[src/rtl/rcl_pkg.sv]
package rcl_pkg;

  localparam int CAUSE_W = 5;

  typedef enum int unsigned {
    CAUSE_POWER_ON   = 0,
    CAUSE_LP_EXIT    = 1,
    CAUSE_WATCHDOG   = 2,
    CAUSE_ESCALATE   = 3,
    CAUSE_NDM_REQ    = 4
  } cause_idx_e;

  // Sticky merge: clear where software asks, then let events win.
  function automatic logic [CAUSE_W-1:0] cause_next(
    input logic [CAUSE_W-1:0] cur,
    input logic [CAUSE_W-1:0] clr,
    input logic [CAUSE_W-1:0] evt
  );
    return (cur & ~clr) | evt;
  endfunction

  // Byte address of lock register for peripheral idx.
  function automatic int unsigned lock_addr(input int unsigned idx);
    return 4 + 4 * idx;
  endfunction

  // Byte address of reset control register for peripheral idx.
  function automatic int unsigned ctrl_addr(input int unsigned idx, input int unsigned nper);
    return 4 + 4 * nper + 4 * idx;
  endfunction

endpackage

[src/rtl/rcl_cause_reg.sv]
module rcl_cause_reg
  import rcl_pkg::*;
#(
  parameter logic [CAUSE_W-1:0] RESET_VAL = CAUSE_W'(1)
) (
  input  logic               clk_i,
  input  logic               rst_ni,
  input  logic               clr_en_i,
  input  logic [CAUSE_W-1:0] clr_bits_i,
  input  logic [CAUSE_W-1:0] evt_i,
  output logic [CAUSE_W-1:0] cause_o
);

  logic [CAUSE_W-1:0] clr_mask;
  logic [CAUSE_W-1:0] cause_q;

  assign clr_mask = clr_en_i ? clr_bits_i : '0;

  always_ff @(posedge clk_i or negedge rst_ni) begin
    if (!rst_ni) begin
      cause_q <= RESET_VAL;
    end else begin
      cause_q <= cause_next(cause_q, clr_mask, evt_i);
    end
  end

  assign cause_o = cause_q;

  AST_CAUSE_EVT_SETS: assert property (@(posedge clk_i) disable iff (!rst_ni)
    (evt_i != '0) |=> ((cause_q & $past(evt_i)) == $past(evt_i)))
    else $error("event bit not recorded");

  AST_CAUSE_NO_CLR_KEEPS: assert property (@(posedge clk_i) disable iff (!rst_ni)
    (clr_mask == '0) |=> ((cause_q & $past(cause_q)) == $past(cause_q)))
    else $error("cause bit lost without clear");

  AST_CAUSE_EVT_BEATS_CLR: assert property (@(posedge clk_i) disable iff (!rst_ni)
    ((clr_mask & evt_i) != '0) |=> ((cause_q & $past(clr_mask & evt_i)) != '0))
    else $error("clear beat event");

endmodule

[src/rtl/rcl_lock_ctrl.sv]
module rcl_lock_ctrl (
  input  logic clk_i,
  input  logic rst_ni,
  input  logic lock_wr_i,
  input  logic ctrl_wr_i,
  input  logic wbit_i,
  output logic lock_open_o,
  output logic ctrl_o
);

  logic lock_q;
  logic ctrl_q;
  logic lock_close_evt;
  logic ctrl_take_evt;

  assign lock_close_evt = lock_wr_i & wbit_i;
  assign ctrl_take_evt  = ctrl_wr_i & lock_q;

  always_ff @(posedge clk_i or negedge rst_ni) begin
    if (!rst_ni) begin
      lock_q <= 1'b1;
    end else if (lock_close_evt) begin
      lock_q <= 1'b0;
    end
  end

  always_ff @(posedge clk_i or negedge rst_ni) begin
    if (!rst_ni) begin
      ctrl_q <= 1'b1;
    end else if (ctrl_take_evt) begin
      ctrl_q <= wbit_i;
    end
  end

  assign lock_open_o = lock_q;
  assign ctrl_o      = ctrl_q;

  AST_LOCK_ONE_WAY: assert property (@(posedge clk_i) disable iff (!rst_ni)
    !lock_q |=> !lock_q)
    else $error("lock reopened");

  AST_CTRL_FROZEN: assert property (@(posedge clk_i) disable iff (!rst_ni)
    !lock_q |=> $stable(ctrl_q))
    else $error("control changed while locked");

endmodule

[src/rtl/rcl_read_mux.sv]
module rcl_read_mux
  import rcl_pkg::*;
#(
  parameter int DATA_W   = 32,
  parameter int ADDR_W   = 8,
  parameter int N_PERIPH = 2
) (
  input  logic [ADDR_W-1:0]   addr_i,
  input  logic [CAUSE_W-1:0]  cause_i,
  input  logic [N_PERIPH-1:0] lock_i,
  input  logic [N_PERIPH-1:0] ctrl_i,
  output logic [DATA_W-1:0]   rdata_o
);

  always_comb begin
    rdata_o = '0;
    if (addr_i == '0) begin
      rdata_o[CAUSE_W-1:0] = cause_i;
    end
    for (int i = 0; i < N_PERIPH; i++) begin
      if (addr_i == ADDR_W'(lock_addr(i))) begin
        rdata_o[0] = lock_i[i];
      end
      if (addr_i == ADDR_W'(ctrl_addr(i, N_PERIPH))) begin
        rdata_o[0] = ctrl_i[i];
      end
    end
  end

  always_comb begin
    AST_RDATA_UPPER_ZERO: assert (rdata_o[DATA_W-1:CAUSE_W] == '0)
      else $error("upper read bits nonzero");
  end

endmodule

[src/rtl/rcl_regfile.sv]
module rcl_regfile
  import rcl_pkg::*;
#(
  parameter int DATA_W   = 32,
  parameter int ADDR_W   = 8,
  parameter int N_PERIPH = 2
) (
  input  logic                clk_i,
  input  logic                rst_ni,
  input  logic [ADDR_W-1:0]   reg_addr_i,
  input  logic                reg_we_i,
  input  logic [DATA_W-1:0]   reg_wdata_i,
  output logic [DATA_W-1:0]   reg_rdata_o,
  input  logic [CAUSE_W-1:0]  cause_evt_i,
  output logic [N_PERIPH-1:0] periph_rst_no
);

  logic                cause_wr;
  logic [CAUSE_W-1:0]  cause_q;
  logic [N_PERIPH-1:0] lock_wr;
  logic [N_PERIPH-1:0] ctrl_wr;
  logic [N_PERIPH-1:0] lock_open;
  logic [N_PERIPH-1:0] ctrl_bits;
  logic                unused_wdata;

  assign unused_wdata = ^reg_wdata_i[DATA_W-1:CAUSE_W];
  assign cause_wr     = reg_we_i && (reg_addr_i == '0);

  rcl_cause_reg u_cause (
    .clk_i      (clk_i),
    .rst_ni     (rst_ni),
    .clr_en_i   (cause_wr),
    .clr_bits_i (reg_wdata_i[CAUSE_W-1:0]),
    .evt_i      (cause_evt_i),
    .cause_o    (cause_q)
  );

  for (genvar g = 0; g < N_PERIPH; g++) begin : g_periph
    assign lock_wr[g] = reg_we_i && (reg_addr_i == ADDR_W'(lock_addr(g)));
    assign ctrl_wr[g] = reg_we_i && (reg_addr_i == ADDR_W'(ctrl_addr(g, N_PERIPH)));

    rcl_lock_ctrl u_lock (
      .clk_i       (clk_i),
      .rst_ni      (rst_ni),
      .lock_wr_i   (lock_wr[g]),
      .ctrl_wr_i   (ctrl_wr[g]),
      .wbit_i      (reg_wdata_i[0]),
      .lock_open_o (lock_open[g]),
      .ctrl_o      (ctrl_bits[g])
    );

    assign periph_rst_no[g] = rst_ni & ctrl_bits[g];
  end

  rcl_read_mux #(
    .DATA_W   (DATA_W),
    .ADDR_W   (ADDR_W),
    .N_PERIPH (N_PERIPH)
  ) u_rmux (
    .addr_i  (reg_addr_i),
    .cause_i (cause_q),
    .lock_i  (lock_open),
    .ctrl_i  (ctrl_bits),
    .rdata_o (reg_rdata_o)
  );

  AST_RST_OUT_FOLLOWS_CTRL: assert property (@(posedge clk_i) disable iff (!rst_ni)
    ((periph_rst_no & ~ctrl_bits) == '0))
    else $error("peripheral released while control low");

  AST_ONE_WRITE_TARGET: assert property (@(posedge clk_i) disable iff (!rst_ni)
    $countones({cause_wr, lock_wr, ctrl_wr}) <= 1)
    else $error("write decoded to several registers");

endmodule

[config.mk]
export PLATFORM = sky130hd
export DESIGN_NAME = rcl_regfile
export DESIGN_NICKNAME = d
export VERILOG_FILES = /design/src/rtl/rcl_pkg.sv /design/src/rtl/rcl_cause_reg.sv /design/src/rtl/rcl_lock_ctrl.sv /design/src/rtl/rcl_read_mux.sv /design/src/rtl/rcl_regfile.sv
export SDC_FILE = /design/constraint.sdc
export NUM_CORES = 1
export LEC_CHECK = 0
export ABC_AREA = 1
export BUFFER_PORTS_ARGS = -buffer_cell sky130_fd_sc_hd__buf_2
export CAP_MARGIN = 5
export CELL_PAD_IN_SITES_DETAIL_PLACEMENT = 1
export CELL_PAD_IN_SITES_GLOBAL_PLACEMENT = 1
export CORE_MARGIN = 1
export CORE_UTILIZATION = 23
export CTS_CLUSTER_DIAMETER = 150
export DETAILED_ROUTE_END_ITERATION = 16
export PLACE_DENSITY = 0.87
export SLEW_MARGIN = 10
export SYNTH_ARGS = -nofsm -noshare
export SYNTH_HDL_FRONTEND = slang
export SYNTH_SLANG_ARGS = --single-unit
[constraint.sdc]
create_clock -name clk_i -period 2.6 [get_ports clk_i]
set_input_delay 0.52 -clock clk_i [delete_from_list [all_inputs] [get_ports clk_i]]
set_output_delay 0.52 -clock clk_i [all_outputs]
set_load 0.05 [all_outputs]
Word-level counts from Yosys, hierarchy flattened --
Index checks and enable logic that the tools add are counted.
Storage, ports and cells: word-level logic and storage cells 30, bits in registers 9, output and inout bits 34, input bits 48
Operators by class: reduce and logical (&&, ||, !) cells 6, equality and inequality tests 4, bitwise operators 9, multiplexer cells 6
Operators by type and width (number):
- $eq A8 B4 Y1 const B | 2
- $mux W5 | 2
- $eq A8 B3 Y1 const B | 1
- $eq A8 B5 Y1 const B | 1
- $logic_not A8 Y1 | 1
- $and A1 B1 Y1 | 6
- $and A5 B5 Y5 | 1
- $logic_and A1 B1 Y1 | 5
- $not A5 Y5 | 1
- $or A5 B5 Y5 | 1
- $mux W1 | 4

Longest topological paths before layout --
depth in word-level cells 6, depth in mapped cells 7, mapped depth without buffers 7

Modules after synthesis --
Synthesis repeated with hierarchy kept, for this count alone.
Unflattened totals: cells, all modules 120, area, all modules 802.0 µm²
By module, submodules not included:
- rcl_read_mux | cells an instance 57, area an instance 329.1 µm², seq. area each 0.0 µm², times used 1
- rcl_cause_reg | cells an instance 25, area an instance 201.4 µm², seq. area each 126.4 µm², times used 1
- rcl_lock_ctrl | cells an instance 7, area an instance 80.1 µm², seq. area each 52.6 µm², times used 2
- rcl_regfile | cells an instance 24, area an instance 111.4 µm², seq. area each 0.0 µm², times used 1

Least setup slack after synthesis --
No wires, ideal clock.
kind in2out, start point input port reg_addr_i[5], end point output port reg_rdata_o[1], slack 0.465 ns, arrival time 1.615 ns, stages on the path 5, data required time 2.080 ns, path buffers 0, cell sequence nor2_1 nand2_2 nor2_4 inv_1 nor2_1
On the way: cells in the longest elaborated chain, start to end 2
Ends and longest elaborated chain:
- start, declared | line rcl_regfile.sv:10 | input logic [ADDR_W-1:0] reg_addr_i,
- $logic_not A8 Y1 | line rcl_read_mux.sv:17 | if (addr_i == '0) begin
- $mux W5 | line rcl_read_mux.sv:17
- end, declared | line rcl_regfile.sv:13 | output logic [DATA_W-1:0] reg_rdata_o,
Every way passes these cells.

Worst setup path after layout --
start point input port reg_addr_i[3], end point output port reg_rdata_o[0]
On the way: cells in the longest elaborated chain, start to end 6, elaborated cells between the ends (all ways) 10, classes of those cells eq/ne: 4; mux: 5; reduce/logical: 1
Ends and longest elaborated chain:
- $logic_not A8 Y1 | line rcl_read_mux.sv:17
- $mux W5 | line rcl_read_mux.sv:17
- $mux W1 | line rcl_read_mux.sv:21 | if (addr_i == ADDR_W'(lock_addr(i))) begin
- $mux W1 | line rcl_read_mux.sv:24 | if (addr_i == ADDR_W'(ctrl_addr(i, N_PERIPH))) begin
- $mux W1 | line rcl_read_mux.sv:21
- $mux W1 (*) | line rcl_read_mux.sv:24
Every way passes the cells marked *; elsewhere a longest branch is shown, timed or not.

==> run_results.csv <==
group,metric,value,unit
floorplanning,dieArea,3550,sq um
route,drtAntennaViolNets,0,
yosys,synth-seq-area-share,0.303,
sta,setup_viol,0,
layout,finalNetCount,184,
route,first_pass_iters,3,
yosys,yosys.area.top_type_share,0.266,
floorplanning,start_util,0.246,
clock_tree,cts-htree-levels,1,
setup_path,required,2.08,ns
yosys,syn_avg_cell_area,7.20,sq um
global_routing,first_global_vias,570,
setup_path,endpoint_kind,"primary output",
yosys,synth.area.top_cells,"buf_4 27%, dfstp_2 17%, dfrtp_1 13%",
clock_tree,cts.reportedPaths.clkPinSlew,0.06,ns
power,peakVddDrop,0.161,mV
power,p_leak,0.000508,uW
sta,setup_ws,0.524,ns
clock_tree,clock_sinks,9,
place,gp_congestion,0.741,
clock_tree,post-cts-setup-buffer-count,0,
route,drc,0,
setup_path,worstPathMaxFanout,7,
clock_tree,clock_latency,0.25,ns
clock_tree,cts_max_path_buffers,2,
layout,drive_gt1_frac,0.296,
layout,fill_cells,437,
sta,tns,0,ns
yosys,synth_top_area_cell,"buf_4",
floorplanning,die_h,59.6,um
yosys,synth_cell_types,20,
floorplanning,core_area,3100,sq um
route,vias,639,
run,cap_violations,0,
clock_tree,cts_tree,"built",
setup_path,worstSetupPathType,"primary input to primary output",
clock_tree,cts_buffers,3,
layout,syn_to_final_growth,13.9,%
sta,fin_crit_sh,0.798,
power,power_density,426,nW/um^2
clock_tree,root_buffer,"clkbuf_4",
sta,min_period,2.08,ns
clock_tree,cts_hold_buf,0,
yosys,ys_warn_count,0,
sta,grt_setup_unrepaired,"false",
setup_path,crit_path_start_kind,"primary input",
place,post-place-ws,0.501,ns
place,port_buffers,27,
route,drt_first_iter_violations,17,
global_routing,grt-ovfl-total,0,
place,dpl.hpwl,1240,um
yosys,syn_inst,106,
status,status,"finished clean",
route,totalWireLength,1440,um
setup_path,worst_ep_arrival_time,1.56,ns
worst_hold_path,min_path_type,"primary input to async pin",
clock_tree,cts_resized,0,
layout,antennaDiodeCount,0,
route,viasPerCell,3.57,
floorplanning,io_pins,82,
sta,clock_skew,0.0000572,ns
global_routing,antenna_found_initial,0,
global_routing,grt_pass1_wl,2330,um
yosys,netlist_area,763,sq um
floorplanning,row_count,20,
route,wl_per_cell,8.04,um
yosys,ys_ff_latch,9,
sta,max_freq,482,MHz
sta,slew_viol_final,0,
global_routing,grt_max_degree,12,
floorplanning,die_x,59.6,um
sta,hold_viol_final,0,
global_routing,grt_use_total,0.0866,
==> sequential cells by signal, indices dropped and copies added, names as in the netlist <==
| signal | count |
|---|---|
| u_cause.cause_o | 5 |
| g_periph.u_lock.ctrl_o | 2 |
| g_periph.u_lock.lock_open_o | 2 |
==> report_power, final <==
group	switching, uW	internal, uW	total (uW)
registers	1.15	143	144
clock network	44.6	58.9	103
logic	107	15.9	123
total	153	218	371
==> cell usage in the layout (no fill, tap or decap), types with 3 or more instances in the layout <==
cell type and count:
conb_1 27, inv_1 16, clkbuf_4 3, buf_2 27
a21o_1 5, nand2_1 14, dfstp_2 5, dfrtp_1 4
nand3_1 7, nor2_1 13
==> layer usage <==
| layer | global-route usage | part of all wire | wire (um) |
|---|---|---|---|
| met1 | 0.0935 | 0.37 | 529 |
| met3 | 0.0262 | 0.066 | 95 |
| met2 | 0.159 | 0.55 | 796 |
| met5 | 0 | 0 | 0 |
| met4 | 0.0299 | 0.012 | 17 |
==> critical path, cell delays in order <==
cell and delay, ns:
buf_2 0.11, nor2_1 0.14, nand2_2 0.10, nor2_4 0.17, nand2_1 0.08, nand2_1 0.06, nor2_1 0.04, nand3_1 0.06
buf_2 0.26
==> synthesized netlist by cell type (all sizes together) <==
library cell and number:
a21boi 1, a21o 5, a31oi 1, buf 28, conb 1, dfrtp 4
dfstp 5, inv 16, nand2 16, nand3 7, nand3b 2, nand4 1
nor2 16, nor3 1, o21ai 2
==> logic make-up after synthesis <==
kind of cell           after synthesis  share of synthesized area
AOI/OAI and AO/OA                    9                     0.0803
buffers and inverters               44                      0.351
DFF                                  9                      0.303
other                                1                    0.00491
and+or+nand+nor                     43                      0.261
==> final timing paths <==
kind                                                     start                             end  slack [ns]  cells past startpoint
max in group asynchronous                               rst_ni       g_periph[1].u_lock.ctrl_o        2.21                      1
min in group clk_i                              cause_evt_i[4]              u_cause.cause_o[4]        0.44                      2
worst max register to register  g_periph[1].u_lock.lock_open_o       g_periph[1].u_lock.ctrl_o        1.64                      4
worst min register to register  g_periph[0].u_lock.lock_open_o  g_periph[0].u_lock.lock_open_o        0.45                      2
worst min-delay path                                    rst_ni              u_cause.cause_o[4]        0.12                      1
worst max-delay path                             reg_addr_i[3]                  reg_rdata_o[0]        0.52                      9
==> final cells by class <==
cell class	instances	area, sq um	share of cell area
clock buffer	4	26.3	0.0302
inverter	16	60.1	0.0691
multi-input combinational	79	362	0.416
sequential	9	231	0.266
tap	44	55.1	0.0633
timing repair buffer	27	135	0.155
==> per-stage QoR <==
step	cells	area, sq um	hold slack [ns]	power, uW	utilization
6_report	179	870	0.123	371	0.280
5_1_grt	179	870	0.120	395	0.280
4_1_cts	179	870	0.118	377	0.280
3_5_place_dp	175	843	0.398	269	0.272
3_3_place_gp	175	843	0.395	268	0.272
2_1_floorplan	132	861	0.224	278	-
No activity file was read; power rests on OpenSTA's default activity.
